===== config.mk =====
export PLATFORM = sky130hd
export DESIGN_NAME = zaxis_zv_selector
export DESIGN_NICKNAME = d
export VERILOG_FILES = /design/src/rtl/zsel_pkg.sv /design/src/rtl/zaxis_sum.sv /design/src/rtl/zaxis_window.sv /design/src/rtl/zv_use_cnt.sv /design/src/rtl/zaxis_zv_selector.sv
export SDC_FILE = /design/constraint.sdc
export NUM_CORES = 1
export LEC_CHECK = 0
export BUFFER_PORTS_ARGS = -buffer_cell sky130_fd_sc_hd__buf_2
export CAP_MARGIN = 5
export CORE_MARGIN = 5
export CORE_UTILIZATION = 40
export CTS_CLUSTER_SIZE = 24
export DETAILED_ROUTE_END_ITERATION = 8
export HOLD_SLACK_MARGIN = 0.08
export PLACE_DENSITY = 0.75
export SETUP_SLACK_MARGIN = 0.02
export SYNTH_ARGS = -nofsm -noshare
export SYNTH_HDL_FRONTEND = slang
export SYNTH_SLANG_ARGS = --single-unit

===== constraint.sdc =====
create_clock -name clk -period 2.7 [get_ports clk]
set_input_delay 0.135 -clock clk [delete_from_list [all_inputs] [get_ports clk]]
set_output_delay 0.135 -clock clk [all_outputs]
set_load 0.005 [all_outputs]

===== src/rtl/zsel_pkg.sv =====
package zsel_pkg;
  // Zero-vector choice: encoding is visible on the zv_bot port.
  typedef enum logic {
    ZV_TOP = 1'b0,
    ZV_BOT = 1'b1
  } zv_e;

  typedef struct packed {
    logic gt;
    logic lt;
    logic bad;
  } cmp_t;
endpackage


===== src/rtl/zaxis_sum.sv =====
module zaxis_sum #(
  parameter int CUR_W = 16,
  localparam int SUM_W = CUR_W + 2
) (
  input  logic signed [CUR_W-1:0] pa,
  input  logic signed [CUR_W-1:0] pb,
  input  logic signed [CUR_W-1:0] pc,
  output logic signed [SUM_W-1:0] sum
);
  logic signed [SUM_W-1:0] xa, xb, xc;

  always_comb begin
    xa  = SUM_W'(pa);
    xb  = SUM_W'(pb);
    xc  = SUM_W'(pc);
    sum = xa + xb + xc;
  end
endmodule


===== src/rtl/zaxis_window.sv =====
module zaxis_window
  import zsel_pkg::*;
#(
  parameter int SUM_W = 18
) (
  input  logic signed [SUM_W-1:0] sum,
  input  logic signed [SUM_W-1:0] hi,
  input  logic signed [SUM_W-1:0] lo,
  output cmp_t                    res
);
  always_comb begin
    res.bad = (lo > hi);
    res.gt  = !res.bad && (sum > hi);
    res.lt  = !res.bad && (sum < lo);
  end
endmodule


===== src/rtl/zv_use_cnt.sv =====
module zv_use_cnt #(
  parameter int CNT_W = 16,
  localparam logic [CNT_W-1:0] CMAX = {CNT_W{1'b1}}
) (
  input  logic             clk,
  input  logic             rst_n,
  input  logic             inc,
  output logic [CNT_W-1:0] cnt
);
  logic [CNT_W-1:0] cnt_d;
  logic             cnt_en;

  always_comb begin
    cnt_en = inc && (cnt != CMAX);
    cnt_d  = cnt + CNT_W'(1);
  end

  always_ff @(posedge clk or negedge rst_n) begin
    if (!rst_n)      cnt <= '0;
    else if (cnt_en) cnt <= cnt_d;
  end
endmodule


===== src/rtl/zaxis_zv_selector.sv =====
module zaxis_zv_selector
  import zsel_pkg::*;
#(
  parameter int CUR_W = 16,
  parameter int CNT_W = 16,
  localparam int SUM_W = CUR_W + 2,
  localparam int NVEC = 2
) (
  input  logic                    clk,
  input  logic                    rst_n,
  input  logic                    smp_stb,
  input  logic signed [CUR_W-1:0] ia,
  input  logic signed [CUR_W-1:0] ib,
  input  logic signed [CUR_W-1:0] ic,
  input  logic signed [SUM_W-1:0] lim_hi,
  input  logic signed [SUM_W-1:0] lim_lo,
  output logic                    zv_bot,
  output logic                    above,
  output logic                    below,
  output logic                    cfg_err,
  output logic signed [SUM_W-1:0] zsum_q,
  output logic [CNT_W-1:0]        cnt_top,
  output logic [CNT_W-1:0]        cnt_bot
);
  // reset: asserted asynchronously, released on a clock edge
  logic rst_m, rst_q;
  always_ff @(posedge clk or negedge rst_n) begin
    if (!rst_n) begin
      rst_m <= 1'b0;
      rst_q <= 1'b0;
    end else begin
      rst_m <= 1'b1;
      rst_q <= rst_m;
    end
  end

  logic signed [SUM_W-1:0] zsum;
  cmp_t                    cmp;
  zv_e                     sel_q, sel_d;
  logic                    above_d, below_d, err_d;
  logic [CNT_W-1:0]        cnt_v [NVEC];

  zaxis_sum #(.CUR_W(CUR_W)) u_sum (
    .pa(ia), .pb(ib), .pc(ic), .sum(zsum)
  );

  zaxis_window #(.SUM_W(SUM_W)) u_win (
    .sum(zsum), .hi(lim_hi), .lo(lim_lo), .res(cmp)
  );

  // next state
  always_comb begin
    sel_d   = sel_q;
    above_d = cmp.gt;
    below_d = cmp.lt;
    err_d   = cmp.bad;
    if (cmp.gt)      sel_d = ZV_BOT;
    else if (cmp.lt) sel_d = ZV_TOP;
  end

  // state registers, enabled by the per-period strobe
  always_ff @(posedge clk or negedge rst_q) begin
    if (!rst_q) begin
      sel_q   <= ZV_TOP;
      above   <= 1'b0;
      below   <= 1'b0;
      cfg_err <= 1'b0;
      zsum_q  <= '0;
    end else if (smp_stb) begin
      sel_q   <= sel_d;
      above   <= above_d;
      below   <= below_d;
      cfg_err <= err_d;
      zsum_q  <= zsum;
    end
  end

  for (genvar g = 0; g < NVEC; g++) begin : g_cnt
    zv_use_cnt #(.CNT_W(CNT_W)) u_cnt (
      .clk  (clk),
      .rst_n(rst_q),
      .inc  (smp_stb && (sel_d == zv_e'(g))),
      .cnt  (cnt_v[g])
    );
  end

  assign zv_bot  = (sel_q == ZV_BOT);
  assign cnt_top = cnt_v[0];
  assign cnt_bot = cnt_v[1];
endmodule


# Word level (Yosys, flattened, before mapping)
# Index checks and enable logic that the tools add are counted.
[totals]
register_bits = 56
inputBits = 87
output_inout_bits = 54
wordCells = 28
[classes]
add_sub_neg = 4
magnitude_cmp = 3
n_eq_ne = 2
muxes = 2
bitwise_logic = 1
n_reduce_logical = 7
[ops]
columns = ["op", "count"]
rows = [
  ["> comparator 18 bit", 2],
  ["adder 16 x 1 -> 16 bit (second input constant)", 2],
  ["!= test 16 bit (second input constant)", 2],
  ["adder 17 x 16 -> 18 bit", 1],
  ["less-than comparator 18 bit", 1],
  ["adder 16 x 16 -> 17 bit", 1],
  ["logical AND 1 bit", 6],
  ["two-way mux 1 bit", 2],
  ["zero test 1 bit", 1],
  ["NOT 1 bit", 1],
]

# Logic depth before layout (Yosys ltp)
[logic_depth]
word_depth = 9
mapped_depth = 23
ltp_nobuf = 22

# Hierarchy
# From an unflattened synthesis, not the netlist that was laid out.
[hier_totals]
hier_cells = 494
hier_area_um2 = 5109.9
[modules_own_cells]
columns = ["mod", "instances", "cells_each", "area_per_inst_um2", "seq_area_each_um2"]
rows = [
  ["zv_use_cnt", 2, 72, 859.6, 400.4],
  ["zaxis_window", 1, 172, 1310.0, 0.0],
  ["zaxis_sum", 1, 123, 1109.8, 0.0],
  ["zaxis_zv_selector", 1, 55, 970.9, 600.6],
]

# Worst setup path before layout
# OpenSTA, ideal clock, no wires.
[synth_timing]
path_type = "input to register"
from = "input ia[1]"
to = "register g_cnt[1].u_cnt.cnt[12]"
setup_time_ns = 0.125
t_arrival_ns = 4.494
required_time_ns = 2.575
path_slack_ns = -1.918
path_stages = 21
path_buffers = 0
path_cell_list = "inv_1 > fa_1 > inv_1 > ha_1 > fa_1 > a21oi_1 > o211ai_1 > a2111oi_1 > o31ai_1 > o21a_1 > nor2_1 > xnor2_1 > ha_1 > nand3_1 > and4b_1 > a31o_2 > or2_2 > o32ai_4 > o21ai_4 > nor3_1 > mux2_2"
[synth_between]
elab_chain_len = 8
word_cells_on_any_way = 10
cone_classes = "add/sub: 2; order compare: 2; mux: 2; reduce/logical: 4"
[synth_lines]
columns = ["item", "line_no", "text"]
rows = [
  ["start: declaration", "zaxis_zv_selector.sv:12", "input logic signed [CUR_W-1:0] ia,"],
  ["adder 16 x 16 -> 17 bit (*)", "zaxis_sum.sv:16", "sum = xa + xb + xc;"],
  ["adder 17 x 16 -> 18 bit (*)", "zaxis_sum.sv:16", ""],
  ["net u_sum.sum[15]", "zaxis_sum.sv:8", "output logic signed [SUM_W-1:0] sum"],
  ["less-than comparator 18 bit", "zaxis_window.sv:14", "res.lt = !res.bad && (sum < lo);"],
  ["logical AND 1 bit", "zaxis_window.sv:14", ""],
  ["two-way mux 1 bit", "zaxis_zv_selector.sv:58", "else if (cmp.lt) sel_d = ZV_TOP;"],
  ["two-way mux 1 bit (*)", "zaxis_zv_selector.sv:57", "if (cmp.gt) sel_d = ZV_BOT;"],
  ["logical AND 1 bit (*)", "zaxis_zv_selector.sv:82", ".inc (smp_stb && (sel_d == zv_e'(g))),"],
  ["logical AND 1 bit (*)", "zv_use_cnt.sv:14", "cnt_en = inc && (cnt != CMAX);"],
  ["end signal: assignment", "zv_use_cnt.sv:20", "else if (cnt_en) cnt <= cnt_d;"],
  ["end: declaration", "zv_use_cnt.sv:8", "output logic [CNT_W-1:0] cnt"],
]
# The timed path passes the listed nets; every way through them passes the cells marked *.
# A chain may end at the register's enable or synchronous reset.

# Final worst setup path
# Same ends and word-level chain as after synthesis.

==> impl_metrics.env <==
export IMPL_status="complete, but fails checks"
export IMPL_violations="setup timing"
export IMPL_rr_worst_depth=8
export IMPL_cp_common_cell="buf_4"
export IMPL_yosysTopAreaCell="dfrtp_1"
export IMPL_place_detailed_hpwl_mm=10.62
export IMPL_ir_worst_vdd_v=0.0003507
export IMPL_p_leak_nw=3.428
export IMPL_grt_total_usage_pct=18.55
export IMPL_die_area_mm2=0.01441
export IMPL_powerDensity_mw_per_mm2=699.2
export IMPL_grt_max_degree=55
export IMPL_yosysWarnings=0
export IMPL_slew_limit_headroom_pct=50.68
export IMPL_seqPwrFrac_pct=27.6
export IMPL_syn_nets=665
export IMPL_timing_rr_start="g_cnt[0].u_cnt.cnt[1]"
export IMPL_wl_per_cell_um=15.81
export IMPL_setup_ws_ns=-1.947
export IMPL_port_buffers=140
export IMPL_htreeDepth=2
export IMPL_cts_root_buf="clkbuf_16"
export IMPL_grt_pass1_wl_mm=22.11
export IMPL_clock_skew_final_ns=0.01058
export IMPL_core_area_mm2=0.01196
export IMPL_switching_share_pct=39.95
export IMPL_yosysSeqAreaShare_pct=28.93
export IMPL_r2r_slack_ns=0.26
export IMPL_cts_sinks=56
export IMPL_drc=0
export IMPL_tightest_slew_ns=0.7398
export IMPL_cts_max_path_buffers=2
export IMPL_hold_viol=0
export IMPL_ant_nets=0
export IMPL_final_setup_viol_count=39
export IMPL_slowest_delay_ns=0.53
export IMPL_synth_top_area_share_pct=28.93
export IMPL_crit_chain="buf_6 -> inv_2 -> fa_1 -> inv_1 -> ha_2 -> fa_2 -> a21oi_4 -> o211ai_1 -> a2111oi_4 -> nor2_1 -> buf_4 -> xor2_2 -> buf_4 -> ha_4 -> nand4_1 -> nor4_2 -> buf_4 -> o31ai_4 -> a31o_2 -> a21oi_4 -> o21ai_4 -> nor3_2 -> mux2_4"
export IMPL_finalCritPeriodShare_pct=172.1
export IMPL_path_class="in2reg"
export IMPL_p_switching_mw=1.911
export IMPL_combPwrFrac_pct=57.6
export IMPL_syn_area_mm2=0.004845
export IMPL_dp_worst_setup_slack_ns=-2.509
export IMPL_cts_made_buffers=5
export IMPL_place_congestion=0.8813
export IMPL_p_int_mw=2.873
export IMPL_ios=141
export IMPL_initial_core_util_pct=40.50
export IMPL_grt_overflow=0
export IMPL_vias=4362
export IMPL_vias_per_cell=5.114
export IMPL_ys_seq_elements=56
export IMPL_slew_viol_final=0
export IMPL_antenna_found_initial=0
export IMPL_layout_min_cycle_time_ns=4.647
export IMPL_clkSlewWorstSetupHoldPaths_ns=0.08
export IMPL_cp_required_ns=2.89
export IMPL_drt_iter0_drc=174
export IMPL_rsz0062_at_grt="yes"
export IMPL_clk_latency_ns=0.30
export IMPL_crit_arrival_ns=4.84
export IMPL_drive_gt1_share_pct=43.48
export IMPL_die_h_um=120.1
export IMPL_cp_start_kind="input pin"
export IMPL_die_w_um=120.1
export IMPL_cpMaxStageDelayCell="fa_1"
export IMPL_ys_top_cells_by_area="dfrtp_1 (29%), ha_1 (18%), fa_1 (7.0%), mux2_2 (4.9%), inv_1 (4.4%)"
export IMPL_cts_tree="done"
export IMPL_area_growth_pct=41.22
export IMPL_wirelength_mm=13.48
export IMPL_antenna_cells=0
export IMPL_grt_pass1_vias=4695
export IMPL_tns_ns=-64.06
export IMPL_first_pass_iters=5
export IMPL_r2r_end="g_cnt[0].u_cnt.cnt[1]"
export IMPL_worst_path_max_fanout=6
export IMPL_end_kind="flop"
export IMPL_clkPwrFrac_pct=14.8
export IMPL_timing_max_cap_violations=0
export IMPL_avgSynthCellArea_um2=9.887
export IMPL_max_freq_mhz=215.2
export IMPL_hold_slack_ns=0.1495
export IMPL_min_path_type="in2async"
export IMPL_fillers=1035
export IMPL_layout_nets=880
export IMPL_num_rows=40
export IMPL_multi_input_area_mm2=0.003537
export IMPL_ys_types=58
export IMPL_syn_instance_count=490
export IMPL_seqCellArea_mm2=0.001403
worst max-delay path by stage:
stage,slack (ns),startpoint,to
floorplan,-1.78,ic[1],g_cnt[1].u_cnt.cnt[12]
global placement,-2.26,ic[1],g_cnt[1].u_cnt.cnt[12]
detailed placement,-2.51,ic[1],g_cnt[1].u_cnt.cnt[11]
CTS,-1.89,ia[1],g_cnt[1].u_cnt.cnt[12]
global route,-2.12,ia[1],g_cnt[1].u_cnt.cnt[12]
finish,-1.95,ia[1],g_cnt[1].u_cnt.cnt[12]
placed cells by master, fill, tap and decap left out, drive strengths merged, types with 4 or more instances in the layout:
cell and count:
nand4 22, nand2 22, mux2 21, a21o 6, and3 8, clkbuf 5
ha 71, nand3 19, nor2 24, inv 58, and2 4, nor4 6
o21a 6, xnor2 21, o21ai 18, a211oi 6, a21oi 26, buf 215
or2 4, fa 17, nand2b 7, nor3 12, xor2 18, dfrtp 56
cells in the mapped netlist (all sizes together):
cell,instances
o221ai,1
a311oi,1
ha,71
nand3b,1
and3,8
nand3,19
or2,4
and4b,1
clkbuf,7
inv,57
a21oi,26
dfrtp,56
o22ai,1
o211ai,3
a211oi,6
nand2b,7
nor3,12
o21ai,17
nor4b,2
buf,2
o22a,1
nand4b,1
o21bai,2
nor4,6
a2111oi,3
and2,4
nand4,22
xnor2,21
o31a,1
a2bb2oi,1
xor2,18
a22o,1
o21a,6
nand2,22
o32ai,1
mux2,21
o31ai,2
nor2,24
and4,1
nor3b,1
fa,17
a21o,6
a31oi,3
conb,1
a31o,2
power by group through the flow:
stage	Combinational, mW	Clock (mW)	Sequential (mW)
after floorplan	1.38	0	1.32
after detailed placement	2.41	0	1.33
after global routing	3.04	0.764	1.35
after CTS	2.68	0.727	1.32
final	2.76	0.708	1.32
after global placement	2.33	0	1.31
state kept, by name (all words and copies together) (netlist names):
register,cells
above,1
below,1
cfg_err,1
g_cnt.u_cnt.cnt,32
rst_m,1
rst_q,1
zsum_q,18
zv_bot,1
layer usage:
layer	vias up	track usage [%]	wire length, µm
met5	-	0	0
met2	103	33.16	6797
met3	14	2.592	528
met1	2070	23.79	6010
met4	0	3.865	145
li1	2175	-	-
metrics by stage:
stage	cell area [µm²]	power, mW	util (%)	cells
final	6842	4.783	57.20	853
after detailed placement	6221	3.738	52.01	825
after global placement	6221	3.644	52.01	825
after floorplan	4949	2.701	-	490
after CTS	6741	4.724	56.36	848
after global routing	6842	5.157	57.20	853
critical path, delay by kind of cell:
kind | cells | cell delay, ns
buf+inv | 6 | 0.63
compound gates | 7 | 1.46
xor+xnor | 1 | 0.15
mux | 1 | 0.31
simple gates | 4 | 0.77
fa+ha+maj | 4 | 1.37
final cells by class:
class / count / share of cell area [%]
multi-input cells: 369 / 51.70
flip-flops and latches: 56 / 20.50
clock inverters: 3 / 0.4023
well taps: 147 / 2.688
inverters: 57 / 3.237
repair buffers: 216 / 19.64
clock buffers: 5 / 1.829
cells by family (layout without fill, tap and decap cells):
kind of cell	count (synthesis)	count (layout)	synth area share [%]
and+or+nand+nor	135	135	15.44
adders and majority gates	88	88	25.36
AOI/OAI and AO/OA	84	85	12.71
buffers and inverters	66	281	5.553
DFF	56	56	28.93
xor gates and xnor gates	39	39	7.051
muxes	21	21	4.881
other	1	1	0.07741
what timing repair did:
item / in CTS / in global routing
setup buffers: 12 / 8
pin swaps: 42 / 26
hold buffers: 1 / 0
setup endpoints to repair: 39 / 41
resized for setup: 45 / 15
hold endpoints to repair: 2 / 0
cloned: 2 / 0
Power figures use the tool's default switching activity.
